===== src/rtl/wi_pkg.sv =====
package wi_pkg;
  localparam int unsigned WORD_W   = 64;
  localparam int unsigned OPC_W    = 8;
  localparam int unsigned REG_W    = 4;
  localparam int unsigned OFF_W    = 16;
  localparam int unsigned IMM_W    = 32;
  localparam int unsigned CLS_W    = 3;
  localparam int unsigned REG_MAX  = 10;
  localparam logic [OPC_W-1:0] WIDE_OPC = 8'h18;

  typedef struct packed {
    logic [OPC_W-1:0] opcode;
    logic [REG_W-1:0] dst;
    logic [REG_W-1:0] src;
    logic [OFF_W-1:0] offset;
    logic [IMM_W-1:0] imm;
  } fields_t;

  typedef struct packed {
    logic [OPC_W-1:0]  opcode;
    logic [CLS_W-1:0]  cls;
    logic              src_sel;
    logic [REG_W-1:0]  dst;
    logic [REG_W-1:0]  src;
    logic [OFF_W-1:0]  offset;
    logic [WORD_W-1:0] imm;
    logic              wide;
    logic              illegal;
  } decoded_t;

  typedef enum logic {ST_IDLE, ST_WAIT_HI} state_e;
endpackage


===== src/rtl/wi_field_split.sv =====
module wi_field_split
  import wi_pkg::*;
(
  input  logic [WORD_W-1:0] word_i,
  output fields_t           fields_o,
  output logic              regs_ok_o,
  output logic              wide_opc_o,
  output logic              filler_ok_o
);
  localparam int unsigned DST_LO = OPC_W;
  localparam int unsigned SRC_LO = DST_LO + REG_W;
  localparam int unsigned OFF_LO = SRC_LO + REG_W;
  localparam int unsigned IMM_LO = OFF_LO + OFF_W;

  always_comb begin
    fields_o.opcode = word_i[DST_LO-1:0];
    fields_o.dst    = word_i[SRC_LO-1:DST_LO];
    fields_o.src    = word_i[OFF_LO-1:SRC_LO];
    fields_o.offset = word_i[IMM_LO-1:OFF_LO];
    fields_o.imm    = word_i[WORD_W-1:IMM_LO];
  end

  assign regs_ok_o   = (32'(fields_o.dst) <= REG_MAX) && (32'(fields_o.src) <= REG_MAX);
  assign wide_opc_o  = (fields_o.opcode == WIDE_OPC);
  // filler word: everything below the immediate must be zero
  assign filler_ok_o = (word_i[IMM_LO-1:0] == '0);
endmodule


===== src/rtl/wi_out_hold.sv =====
module wi_out_hold
  import wi_pkg::*;
(
  input  logic     clk_i,
  input  logic     rst_ni,
  input  logic     load_i,
  input  decoded_t data_i,
  input  logic     ready_i,
  output logic     valid_o,
  output logic     free_o,
  output decoded_t data_o
);
  assign free_o = !valid_o || ready_i;

  always_ff @(posedge clk_i or negedge rst_ni) begin
    if (!rst_ni) begin
      valid_o <= 1'b0;
      data_o  <= '0;
    end else if (free_o) begin
      valid_o <= load_i;
      if (load_i) data_o <= data_i;
    end
  end

  a_r8_hold_stable: assert property (@(posedge clk_i) disable iff (!rst_ni)
    valid_o && !ready_i |=> valid_o && $stable(data_o));
endmodule


===== src/rtl/wide_imm_decoder.sv =====
module wide_imm_decoder
  import wi_pkg::*;
(
  input  logic              clk_i,
  input  logic              rst_ni,
  input  logic              in_valid_i,
  output logic              in_ready_o,
  input  logic [WORD_W-1:0] in_word_i,
  output logic              out_valid_o,
  input  logic              out_ready_i,
  output logic [OPC_W-1:0]  out_opcode_o,
  output logic [CLS_W-1:0]  out_class_o,
  output logic              out_src_sel_o,
  output logic [REG_W-1:0]  out_dst_o,
  output logic [REG_W-1:0]  out_src_o,
  output logic [OFF_W-1:0]  out_offset_o,
  output logic [WORD_W-1:0] out_imm_o,
  output logic              out_wide_o,
  output logic              out_illegal_o
);
  fields_t  cur_f, first_q;
  logic     regs_ok, wide_opc, filler_ok;
  state_e   state_q, state_d;
  logic     fire, emit, keep_first;
  decoded_t dec_d, dec_q;

  wi_field_split i_split (
    .word_i      (in_word_i),
    .fields_o    (cur_f),
    .regs_ok_o   (regs_ok),
    .wide_opc_o  (wide_opc),
    .filler_ok_o (filler_ok)
  );

  assign fire = in_valid_i && in_ready_o;

  always_comb begin
    state_d    = state_q;
    emit       = 1'b0;
    keep_first = 1'b0;
    dec_d      = '0;
    if (fire) begin
      if (state_q == ST_WAIT_HI) begin
        emit           = 1'b1;
        dec_d.opcode   = first_q.opcode;
        dec_d.cls      = first_q.opcode[CLS_W-1:0];
        dec_d.src_sel  = first_q.opcode[CLS_W];
        dec_d.dst      = first_q.dst;
        dec_d.src      = first_q.src;
        dec_d.offset   = first_q.offset;
        dec_d.imm      = {cur_f.imm, first_q.imm};  // low half zero-extended
        dec_d.wide     = 1'b1;
        dec_d.illegal  = !filler_ok;
        state_d        = ST_IDLE;
      end else if (wide_opc && regs_ok && (cur_f.offset == '0)) begin
        keep_first = 1'b1;
        state_d    = ST_WAIT_HI;
      end else begin
        emit           = 1'b1;
        dec_d.opcode   = cur_f.opcode;
        dec_d.cls      = cur_f.opcode[CLS_W-1:0];
        dec_d.src_sel  = cur_f.opcode[CLS_W];
        dec_d.dst      = cur_f.dst;
        dec_d.src      = cur_f.src;
        dec_d.offset   = cur_f.offset;
        dec_d.imm      = {{(WORD_W-IMM_W){cur_f.imm[IMM_W-1]}}, cur_f.imm};
        dec_d.wide     = wide_opc;
        dec_d.illegal  = !regs_ok || wide_opc;
      end
    end
  end

  always_ff @(posedge clk_i or negedge rst_ni) begin
    if (!rst_ni) begin
      state_q <= ST_IDLE;
      first_q <= '0;
    end else begin
      state_q <= state_d;
      if (keep_first) first_q <= cur_f;
    end
  end

  wi_out_hold i_hold (
    .clk_i   (clk_i),
    .rst_ni  (rst_ni),
    .load_i  (emit),
    .data_i  (dec_d),
    .ready_i (out_ready_i),
    .valid_o (out_valid_o),
    .free_o  (in_ready_o),
    .data_o  (dec_q)
  );

  assign out_opcode_o  = dec_q.opcode;
  assign out_class_o   = dec_q.cls;
  assign out_src_sel_o = dec_q.src_sel;
  assign out_dst_o     = dec_q.dst;
  assign out_src_o     = dec_q.src;
  assign out_offset_o  = dec_q.offset;
  assign out_imm_o     = dec_q.imm;
  assign out_wide_o    = dec_q.wide;
  assign out_illegal_o = dec_q.illegal;

  a_r3_legal_regs_in_range: assert property (@(posedge clk_i) disable iff (!rst_ni)
    out_valid_o && !out_illegal_o |-> (32'(out_dst_o) <= REG_MAX) && (32'(out_src_o) <= REG_MAX));
  a_r5_wide_has_wide_opc: assert property (@(posedge clk_i) disable iff (!rst_ni)
    out_valid_o && out_wide_o && !out_illegal_o |-> out_opcode_o == WIDE_OPC);
  a_r4_first_word_silent: assert property (@(posedge clk_i) disable iff (!rst_ni)
    fire && state_q == ST_IDLE && wide_opc && regs_ok && cur_f.offset == '0
      |=> !out_valid_o && state_q == ST_WAIT_HI);
  a_r8_no_accept_when_stalled: assert property (@(posedge clk_i) disable iff (!rst_ni)
    out_valid_o && !out_ready_i |-> !in_ready_o);
endmodule


===== config.mk =====
export PLATFORM = sky130hd
export DESIGN_NAME = wide_imm_decoder
export DESIGN_NICKNAME = d
export VERILOG_FILES = /design/src/rtl/wi_pkg.sv /design/src/rtl/wi_field_split.sv /design/src/rtl/wi_out_hold.sv /design/src/rtl/wide_imm_decoder.sv
export SDC_FILE = /design/constraint.sdc
export NUM_CORES = 1
export LEC_CHECK = 0
export CELL_PAD_IN_SITES_DETAIL_PLACEMENT = 1
export CELL_PAD_IN_SITES_GLOBAL_PLACEMENT = 2
export CORE_UTILIZATION = 37
export CTS_CLUSTER_DIAMETER = 50
export DETAILED_ROUTE_END_ITERATION = 16
export PLACE_DENSITY = 0.89
export SLEW_MARGIN = 20
export SYNTH_ARGS = -nofsm -noshare
export SYNTH_HDL_FRONTEND = slang
export SYNTH_HIERARCHICAL = 1
export SYNTH_SLANG_ARGS = --single-unit
export TNS_END_PERCENT = 100

===== constraint.sdc =====
create_clock -name clk_i -period 4.7 [get_ports clk_i]
set_input_delay 0.47 -clock clk_i [delete_from_list [all_inputs] [get_ports clk_i]]
set_output_delay 0.47 -clock clk_i [all_outputs]
set_load 0.01 [all_outputs]

; Yosys cells after proc, flatten, opt, wreduce, memory -nomap -nowiden
; Index checks and enable logic that the tools add are counted.
[word_totals]
register_bits = 168
inputBits = 68
out_inout_bits = 104
word_cells = 40
[classes]
order_cmp = 2
n_eq_ne = 1
mux = 9
reduce_logical = 12
[op_table]
columns = operator, count
row1 = $mux W102, 3
row2 = $logic_not A32 Y1, 1
row3 = $logic_not A16 Y1, 1
row4 = $eq A8 B5 Y1 const B, 1
row5 = $le A4 B4 Y1 const B, 2
row6 = $mux W1, 6
row7 = $logic_and A1 B1 Y1, 4
row8 = $logic_not A1 Y1, 3
row9 = $logic_or A1 B1 Y1, 2
row10 = $reduce_and A2 Y1, 1

; Longest topological paths before layout
; Gate-level depths: netlist of the first run.
[logic_depth]
word_depth = 8
depth_mapped = 12
mapped_depth_nobuf = 8

; Cells and area by module
; Netlist of the first run, hierarchy kept.
[by_module_without_submodules]
columns = module, n_inst, cells_per_inst, area_per_inst_um2
row1 = wi_out_hold, 1, 219, 4247.8
row2 = wide_imm_decoder, 1, 367, 3687.3
row3 = wi_field_split, 1, 82, 599.3

; Least setup slack after synthesis of the first run
; OpenSTA, ideal clock, no wires.
[synth_path]
kind = input port to flip-flop
from = input port in_word_i[2]
to = register i_hold/data_o[12] in the netlist's numbering
setup_time_ps = 125
arrival_time_ps = 2527
t_required_ps = 4575
slack_ps = 2048
cell_stages = 12
path_buffers = 4
cell_sequence = nor4_2 > nand2_1 > nor2_1 > nand4b_1 > o21bai_1 > clkbuf_1 > buf_2 > inv_1 > nand2_4 > buf_12 > buf_12 > mux2_4
[synth_between]
elab_chain_len = 7
[synth_rtl]
columns = element, line_no
row1 = start: declaration, wide_imm_decoder.sv:8  ; input logic [WORD_W-1:0] in_word_i,
row2 = $eq A8 B5 Y1, wi_field_split.sv:24  ; assign wide_opc_o = (fields_o.opcode == WIDE_OPC);
row3 = named net wide_opc, wide_imm_decoder.sv:22  ; logic regs_ok, wide_opc, filler_ok;
row4 = $logic_and A1 B1 Y1 (2 in a row), wide_imm_decoder.sv:55  ; end else if (wide_opc && regs_ok && (cur_f.offset == '0)) begin
row5 = $mux W1, wide_imm_decoder.sv:55
row6 = $mux W1, wide_imm_decoder.sv:43  ; if (state_q == ST_WAIT_HI) begin
row7 = $mux W1, wide_imm_decoder.sv:42  ; if (fire) begin
row8 = named net emit, wide_imm_decoder.sv:24  ; logic fire, emit, keep_first;
row9 = $reduce_and A2 Y1 (no line), -
row10 = end signal: assignment, wi_out_hold.sv:21  ; if (load_i) data_o <= data_i;
row11 = end: declaration, wi_out_hold.sv:11  ; output decoded_t data_o
; The timed path passes the listed nets, and every way through them passes these cells.
; A chain may end at the register's enable or synchronous reset.

==> results of run 1 <==
Yosys cell counts (all sizes together):
library cell / instances / share of area, %
a21boi: 1 / 0.088
a21o: 2 / 0.18
a21oi: 32 / 1.9
a221oi: 1 / 0.10
a22oi: 1 / 0.088
buf: 94 / 9.3
clkbuf: 11 / 0.48
dfrtp: 168 / 49
inv: 3 / 0.13
mux2: 150 / 23
mux2i: 63 / 7.4
nand2: 37 / 1.7
nand2b: 2 / 0.23
nand3: 1 / 0.059
nand4: 1 / 0.073
nand4b: 2 / 0.21
nor2: 69 / 3.0
nor2b: 16 / 1.2
nor3: 3 / 0.37
nor4: 10 / 0.88
o21bai: 1 / 0.088
cells by family (layout without fill, tap and decap cells):
group | count (synthesis) | in the layout | share of synthesized area [%]
multiplexers | 213 | 213 | 30.7
flip-flops | 168 | 168 | 49.3
AND/OR/NAND/NOR | 141 | 141 | 7.74
buffers and inverters | 108 | 214 | 9.88
AO/OA/AOI/OAI | 38 | 38 | 2.42
stage by stage:
step	std cells	util, %
global placement	1027	43.7
global route	1059	46.2
finish	1059	46.2
floorplan	668	-
detailed placement	1027	43.7
CTS	1059	46.2
layout make-up:
cell class                      instances  area, um^2  share of cell area, %
Clock inverter                         14         123                   1.17
Sequential cell                       168        4210                   40.2
Clock buffer                           18         439                   4.20
Timing Repair Buffer                  179        1810                   17.3
Inverter                                3        11.3                  0.108
Multi-Input combinational cell        392        3510                   33.5
Tap cell                              285         357                   3.41
power by group through the flow:
stage	registers, uW	clock network, uW	logic (uW)
detailed placement	1690	0	846
global placement	1690	0	831
global route	1680	1470	895
floorplan	1710	0	448
CTS	1670	1400	849
finish	1660	1360	835
state kept, by name, summed over array words and instances (netlist names):
signal,cells
first_q,64
i_hold/data_o,102
i_hold/valid_o,1
state_q,1
worst paths after layout:
kind	from	to	slack (ps)
setup reg to reg	state_q	i_hold/data_o[66]	1560
hold reg to reg	first_q[63]	first_q[63]	490
max in group asynchronous	rst_ni	first_q[1]	3650
min in group clk_i	first_q[63]	first_q[63]	490
hold / removal	rst_ni	i_hold/data_o[24]	70
setup / recovery	in_word_i[2]	i_hold/data_o[66]	1470
worst reg2reg max path, stage by stage, from the launching register on:
cell      delay, ps
dfrtp_4         750
nor4_1          430
nand4b_1        300
o21bai_4        200
buf_4           770
nor2_1          260
mux2_4          310
metal layers:
layer  part of all wire [%]  wire length [um]  global-route usage, %
met4                    1.4               274                   4.95
met1                     47              9240                   23.6
met5                      0                 0                      0
met2                     48              9520                   28.1
met3                    3.2               636                   4.06
==> results.toml, run 1 <==
[clocking]
clkLatencyLatePin_ps = 420
cts_resized = 0
cts_tree = "done"
htree_levels = 4
clock_sinks = 168
clock_path_buffers = 2
postCtsSetupBuffers = 0
root_buffer = "clkbuf_16"
ctsHoldBuffers = 0
tritoncts.num_buffers = 17
path_clk_slew_ps = 70

[placement]
routabilityCongestion = 0.730
io_buffers = 171
place_ws_ps = 1040
postPlaceCellArea_um2 = 9890
dpl.hpwl_mm = 12.8

[drt]
dr.pass1.iters = 4
ant_nets = 0
first_iter_violations = 181
drc = 0
viasPerCell = 4.87
drt_wl_total_mm = 19.7
wl_per_cell_um = 18.6
vias = 5157

[sta]
fin_ws_ps = 1470
rsz0062_at_grt = "no"
worst_slew_pin_slew_ps = 1070
fin_crit_sh_pct = 68.8
hold_viol_final = 0
setup_viol = 0
fin_crit_ps = 3230
tns_ps = 0
clock_skew_ps = 8.80
fmax_mhz = 309
slew_violations = 0
relSlewSlack_pct = 28.7
whs_ps = 67.9

[critical_path]
critPathBufInv = 2
cpPeakStageDelay_ps = 770
slowest_stage = "buf_4"
crit_fanout = 92
cp_top_family = "buffers and inverters"
start_kind = "input port"
endpoint_kind = "flop"
cp.required_ps = 5000
path_cells = "clkdlybuf4s50_1 -> nor4_2 -> nand2_1 -> nor2_1 -> nand4b_1 -> o21bai_4 -> buf_4 -> nor2_1 -> mux2_4"
worstRegToRegCells = 6
cp_num_cells = 9
critical_path_arrival_ps = 3540
crit_type = "input port to flop"
crit_top_cell = "nor2_1"

[global_routing]
grt_max_degree = 93
grt_pass1_wl_mm = 32.3
grt_pass1_vias = 5629
grt_usage_pct = 17.5
gr-total-overflow = 0
antenna_found_initial = 0

[flow_run]
maxCapViolCount = 0

[power_and_ir_drop]
p_sw_uw = 1050
pwr-share-clk_pct = 35.2
p_sw_share_pct = 27.3
pwr-share-seq_pct = 43.1
power_uw = 3860
comb_power_share_pct = 21.7
peakVddDrop_mv = 0.161
power.leakage_uw = 0.00500
powerDensity_nw_per_um2 = 369
p_int_uw = 2800

[floorplanning]
die_y_um = 154
core_area_um2 = 22600
row_count = 55
io-pin-count = 172
die_width_um = 154
initial_core_util_pct = 37.7
dieArea_um2 = 23700

[cells_and_area]
mostFrequentLayoutCell = "clkdlybuf4s50_1"
drive_gt1_share_pct = 25.2
nFillCells = 2343
area_growth_pct = 22.5
layout_common_cells = "170 x clkdlybuf4s50_1, 167 x dfrtp_1, 80 x mux2_4, 69 x nor2_1, 66 x mux2_2"
fin_area_um2 = 10500
finalNetCount = 829
num_antenna_cells = 0

[synthesis]
avgSynthCellArea_um2 = 12.8
syn_area_um2 = 8530
synth-seq-area-share_pct = 49.3
ys_types = 32
mappedNetlistNets = 736
ys_seq_elements = 168
yosysWarnings = 6
syn_inst = 668

[outcome]
status = "finished, final reports clean"

[worst_hold_path]
min-delay-path-class = "input port to async pin"
Power figures use the tool's default switching activity.
==> inputs of run 2 (changes only) <==
--- a/config.mk
+++ b/config.mk
@@ -7,10 +7,10 @@
 export LEC_CHECK = 0
 export CELL_PAD_IN_SITES_DETAIL_PLACEMENT = 1
 export CELL_PAD_IN_SITES_GLOBAL_PLACEMENT = 2
-export CORE_UTILIZATION = 37
+export CORE_UTILIZATION = 35
 export CTS_CLUSTER_DIAMETER = 50
 export DETAILED_ROUTE_END_ITERATION = 16
-export PLACE_DENSITY = 0.89
+export PLACE_DENSITY = 0.85
 export SLEW_MARGIN = 20
 export SYNTH_ARGS = -nofsm -noshare
 export SYNTH_HDL_FRONTEND = slang
==> constraint.sdc (replaced) <==
create_clock -name clk_i -period 3.2 [get_ports clk_i]
set_input_delay 0.32 -clock clk_i [delete_from_list [all_inputs] [get_ports clk_i]]
set_output_delay 0.32 -clock clk_i [all_outputs]
set_load 0.01 [all_outputs]
==> run 2 against run 1 <==
Sequential cell count did not move; sequential power up 46%; largest power group unchanged; register-to-register slack got worse by 760 ps; largest cell class unchanged; power increased by 48%; combinational power increased by 52%; worst setup slack lost 800 ps.
==> results.toml, run 2 (same netlist as run 1, synthesis figures left out) <==
[outcome]
status = "finished, final reports clean"

[sta]
relSlewSlack_pct = 43.6
tns_ps = 0
worst_slew_pin_slew_ps = 846
setup_viol = 0
whs_ps = 454
fin_crit_sh_pct = 79.1
fin_crit_ps = 2530
clock_skew_ps = 10.7
fmax_mhz = 395
rsz0062_at_grt = "no"
slew_violations = 0
hold_viol_final = 0

[drt]
wl_met3_um = 686
drc = 0
first_iter_violations = 176
maxUsedRoutingLayer = "met4"
viasPerCell = 4.76
dr.pass1.iters = 4
vias = 5241
drt_wl_total_mm = 20.2
dr_wl_met2_mm = 9.80
ant_nets = 0
met1_length_mm = 9.40
wl_per_cell_um = 18.3

[cells_and_area]
regMostFlops = "i_hold/data_o"
layout_common_cells = "170 x clkdlybuf4s50_1, 167 x dfrtp_1, 80 x mux2_4, 69 x nor2_1, 66 x mux2_2"
mostFrequentLayoutCell = "clkdlybuf4s50_1"
top_regs = "i_hold/data_o x102, first_q x64"
area_growth_pct = 24.2
num_antenna_cells = 0
largest_reg_flops = 102
post-route-util_pct = 44.8
drive_gt1_share_pct = 25.5
finalNetCount = 836
nFillCells = 2508

[floorplanning]
initial_core_util_pct = 36.0
row_count = 56
die_width_um = 158
io-pin-count = 172
core_area_um2 = 23700
die_y_um = 158
dieArea_um2 = 25000

[power_and_ir_drop]
power.leakage_uw = 0.00504
peakVddDrop_mv = 0.320
powerDensity_nw_per_um2 = 537

[placement]
dpl.hpwl_mm = 13.3
io_buffers = 171
routabilityCongestion = 0.760

[critical_path]
r2r_slack_ps = 800
start_kind = "input port"
crit_fanout = 26
crit_type = "input port to flop"
endpoint_kind = "flop"
cp.required_ps = 3500
critical_path_arrival_ps = 2830

[global_routing]
grt_max_degree = 75
antenna_found_initial = 0
grt_pass1_vias = 5682
gr-total-overflow = 0
grt_pass1_wl_mm = 32.0
grt_usage_pct = 16.9

[clocking]
tritoncts.num_buffers = 17
cts_resized = 0
clock_sinks = 168
clock_path_buffers = 2
cts_tree = "done"
clkLatencyLatePin_ps = 420
postCtsSetupBuffers = 0
htree_levels = 4
path_clk_slew_ps = 70
root_buffer = "clkbuf_16"
ctsHoldBuffers = 1

[flow_run]
maxCapViolCount = 0

[worst_hold_path]
min-delay-path-class = "input port to async pin"
run 2: cell types whose count changed in the layout (fill, tap and decap cells not counted):
cell | before | now
buf_12 | 3 | 7
clkbuf_1 | 0 | 2
clkinvlp_4 | 2 | 5
buf_4 | 5 | 7
clkinv_4 | 2 | 1
clkinv_2 | 5 | 1
dlygate4sd3_1 | 0 | 1
run 2: worst paths after layout:
check	startpoint	end	cells past startpoint
min	rst_ni	i_hold/data_o[96]	2
min in group clk_i	first_q[51]	first_q[51]	1
max	in_word_i[5]	i_hold/data_o[2]	10
max reg2reg	state_q	i_hold/data_o[2]	7
max in group asynchronous	rst_ni	i_hold/data_o[85]	3
min reg2reg	first_q[51]	first_q[51]	1
run 2: final cells by class:
class	count	area, um^2	share of cell area [%]
flip-flops and latches	168	4210	39.7
multi-input cells	392	3510	33.1
repair buffers	186	1920	18.1
clock buffers	20	447	4.21
well taps	319	399	3.76
clock inverters	12	116	1.10
inverters	3	11.3	0.106
run 2: metal layers:
layer,up-vias,track usage [%]
met5,-,0
met4,0,4.95
met3,16,3.04
met2,104,27.9
met1,2709,22.4
li1,2412,-
run 2: critical path, stage by stage:
cell and delay (ps):
clkdlybuf4s50_1 470, nor4_2 260, nand2_1 160, nor2_1 200, nand4b_1 240, o21bai_4 240, inv_1 130, nand2_8 180
buf_12 260, mux2_2 360
run 2: power by group:
group	switching [uW]	leakage, uW	internal [uW]	total, uW
Clock	894	0.000260	1100	2000
Combinational	541	0.00249	733	1270
Sequential	119	0.00229	2300	2420
run 2: per-stage QoR:
step,instances,instance area [um^2],setup WS [ps],power [uW]
3_3_place_gp,1067,10000,215,3730
2_1_floorplan,668,8530,698,3170
4_1_cts,1100,10600,654,5800
3_5_place_dp,1067,10000,213,3750
5_1_grt,1100,10600,474,5960
6_report,1100,10600,669,5690
==> inputs of run 3 (changes only) <==
--- a/config.mk
+++ b/config.mk
@@ -7,10 +7,10 @@
 export LEC_CHECK = 0
 export CELL_PAD_IN_SITES_DETAIL_PLACEMENT = 1
 export CELL_PAD_IN_SITES_GLOBAL_PLACEMENT = 2
-export CORE_UTILIZATION = 35
+export CORE_UTILIZATION = 31
 export CTS_CLUSTER_DIAMETER = 50
 export DETAILED_ROUTE_END_ITERATION = 16
-export PLACE_DENSITY = 0.85
+export PLACE_DENSITY = 0.8
 export SLEW_MARGIN = 20
 export SYNTH_ARGS = -nofsm -noshare
 export SYNTH_HDL_FRONTEND = slang
==> constraint.sdc (replaced) <==
create_clock -name clk_i -period 2.25 [get_ports clk_i]
set_input_delay 0.225 -clock clk_i [delete_from_list [all_inputs] [get_ports clk_i]]
set_output_delay 0.225 -clock clk_i [all_outputs]
set_load 0.01 [all_outputs]
==> run 3 against run 2 <==
Design area up 5.9%; power is 51% higher; combinational power increased by 50%; critical endpoint is now first_q[7].
==> results.toml, run 3 (same netlist as run 1, synthesis figures left out) <==
[outcome]
status = "finished, final reports clean"

[floorplanning]
row_count = 60
io-pin-count = 172
die_y_um = 168
die_width_um = 168
initial_core_util_pct = 31.7
dieArea_um2 = 28200
core_area_um2 = 27000

[drt]
dr.pass1.iters = 4
vias = 5368
drt_wl_total_mm = 21.6
first_iter_violations = 196
ant_nets = 0
met1_length_mm = 9.90
viasPerCell = 4.59
dr_wl_met2_mm = 10.8
wl_per_cell_um = 18.4
maxUsedRoutingLayer = "met4"
drc = 0
wl_met3_um = 650

[global_routing]
gr-total-overflow = 0
grt_pass1_vias = 6092
grt_usage_pct = 15.8
grt_pass1_wl_mm = 34.8
antenna_found_initial = 0
grt_max_degree = 69

[critical_path]
cp_top_family = "buffers and inverters"
slowest_stage = "dfrtp_4"
cp.required_ps = 2550
crit_type = "flop to flop"
crit_fanout = 14
crit_top_cell = "buf_4"
critPathBufInv = 4
endpoint_kind = "flop"
path_cells = "nor4_2 -> buf_4 -> nand4b_1 -> buf_4 -> nor3_4 -> buf_12 -> clkbuf_16 -> mux2_2"
cpPeakStageDelay_ps = 500
critical_path_arrival_ps = 2470
start_kind = "flop"

[sta]
whs_ps = 162
hold_viol_final = 0
fmax_mhz = 461
fin_crit_ps = 2170
relSlewSlack_pct = 39.1
setup_viol = 0
worst_slew_pin_slew_ps = 914
clock_skew_ps = 11.2
slew_violations = 0
tns_ps = 0
fin_crit_sh_pct = 96.4
fin_ws_ps = 81.5

[cells_and_area]
post-route-util_pct = 41.7
layout_common_cells = "167 x dfrtp_1, 167 x clkdlybuf4s50_1, 81 x mux2_4, 68 x nor2_1, 66 x mux2_2"
area_growth_pct = 31.5
largest_reg_flops = 102
fin_area_um2 = 11200
num_antenna_cells = 0
top_regs = "i_hold/data_o x102, first_q x64"
regMostFlops = "i_hold/data_o"
drive_gt1_share_pct = 30.2
finalNetCount = 885

[worst_hold_path]
min-delay-path-class = "input port to flop"

[clocking]
clock_sinks = 168
cts_tree = "done"
path_clk_slew_ps = 70
root_buffer = "clkbuf_16"
clkLatencyLatePin_ps = 420
htree_levels = 4
tritoncts.num_buffers = 17
clock_path_buffers = 2

[flow_run]
maxCapViolCount = 0

[power_and_ir_drop]
pwr-share-seq_pct = 40.0
power.leakage_uw = 0.00539
p_sw_share_pct = 25.7
powerDensity_nw_per_um2 = 765
peakVddDrop_mv = 0.450
comb_power_share_pct = 22.2
p_sw_uw = 2210
p_int_uw = 6380
pwr-share-clk_pct = 37.8

[placement]
routabilityCongestion = 0.755
postPlaceCellArea_um2 = 10500
dpl.hpwl_mm = 14.5
io_buffers = 171
place_ws_ps = -404
-- run 3: final cells by class --
class,count,area [um^2]
Timing Repair Buffer,235,2420
Tap cell,341,427
Multi-Input combinational cell,392,3520
Clock buffer,19,443
Inverter,3,11.3
Sequential cell,168,4210
Clock inverter,11,198
Fill cell,2793,15700
-- run 3: path summary, 6_finish.rpt --
| path | start | to | slack, ps | cells past startpoint |
|---|---|---|---|---|
| min in group asynchronous | rst_ni | i_hold/data_o[94] | 230 | 2 |
| max in group asynchronous | rst_ni | first_q[21] | 1350 | 3 |
| setup reg to reg | state_q | first_q[7] | 80 | 8 |
| setup / recovery | state_q | first_q[7] | 80 | 8 |
| hold / removal | in_word_i[5] | first_q[61] | 160 | 2 |
| hold reg to reg | first_q[55] | first_q[55] | 490 | 1 |
-- run 3: power by group through the flow --
stage               combinational [uW]  clock [uW]  sequential, uW
finish                            1900        3250            3430
global route                      2040        3470            3470
CTS                               1940        3350            3440
detailed placement                1930           0            3490
global placement                  1900           0            3490
floorplan                          939           0            3570
-- run 3: per-stage QoR --
step / power [uW] / instances
floorplan: 4510 / 668
global placement: 5390 / 1133
detailed placement: 5420 / 1133
CTS: 8730 / 1164
global route: 8980 / 1169
finish: 8590 / 1169
-- run 3: timing repair --
action	in CTS	in global routing
resized for setup	0	7
endpoints found under the setup margin	0	156
hold endpoints to repair	22	0
setup buffers	0	3
hold buffers	1	0
-- run 3: per-layer routing --
metal	GRT usage, %	up-vias
met3	2.70	12
met1	20.6	2740
met5	0	-
met2	26.8	101
li1	-	2515
met4	4.87	0
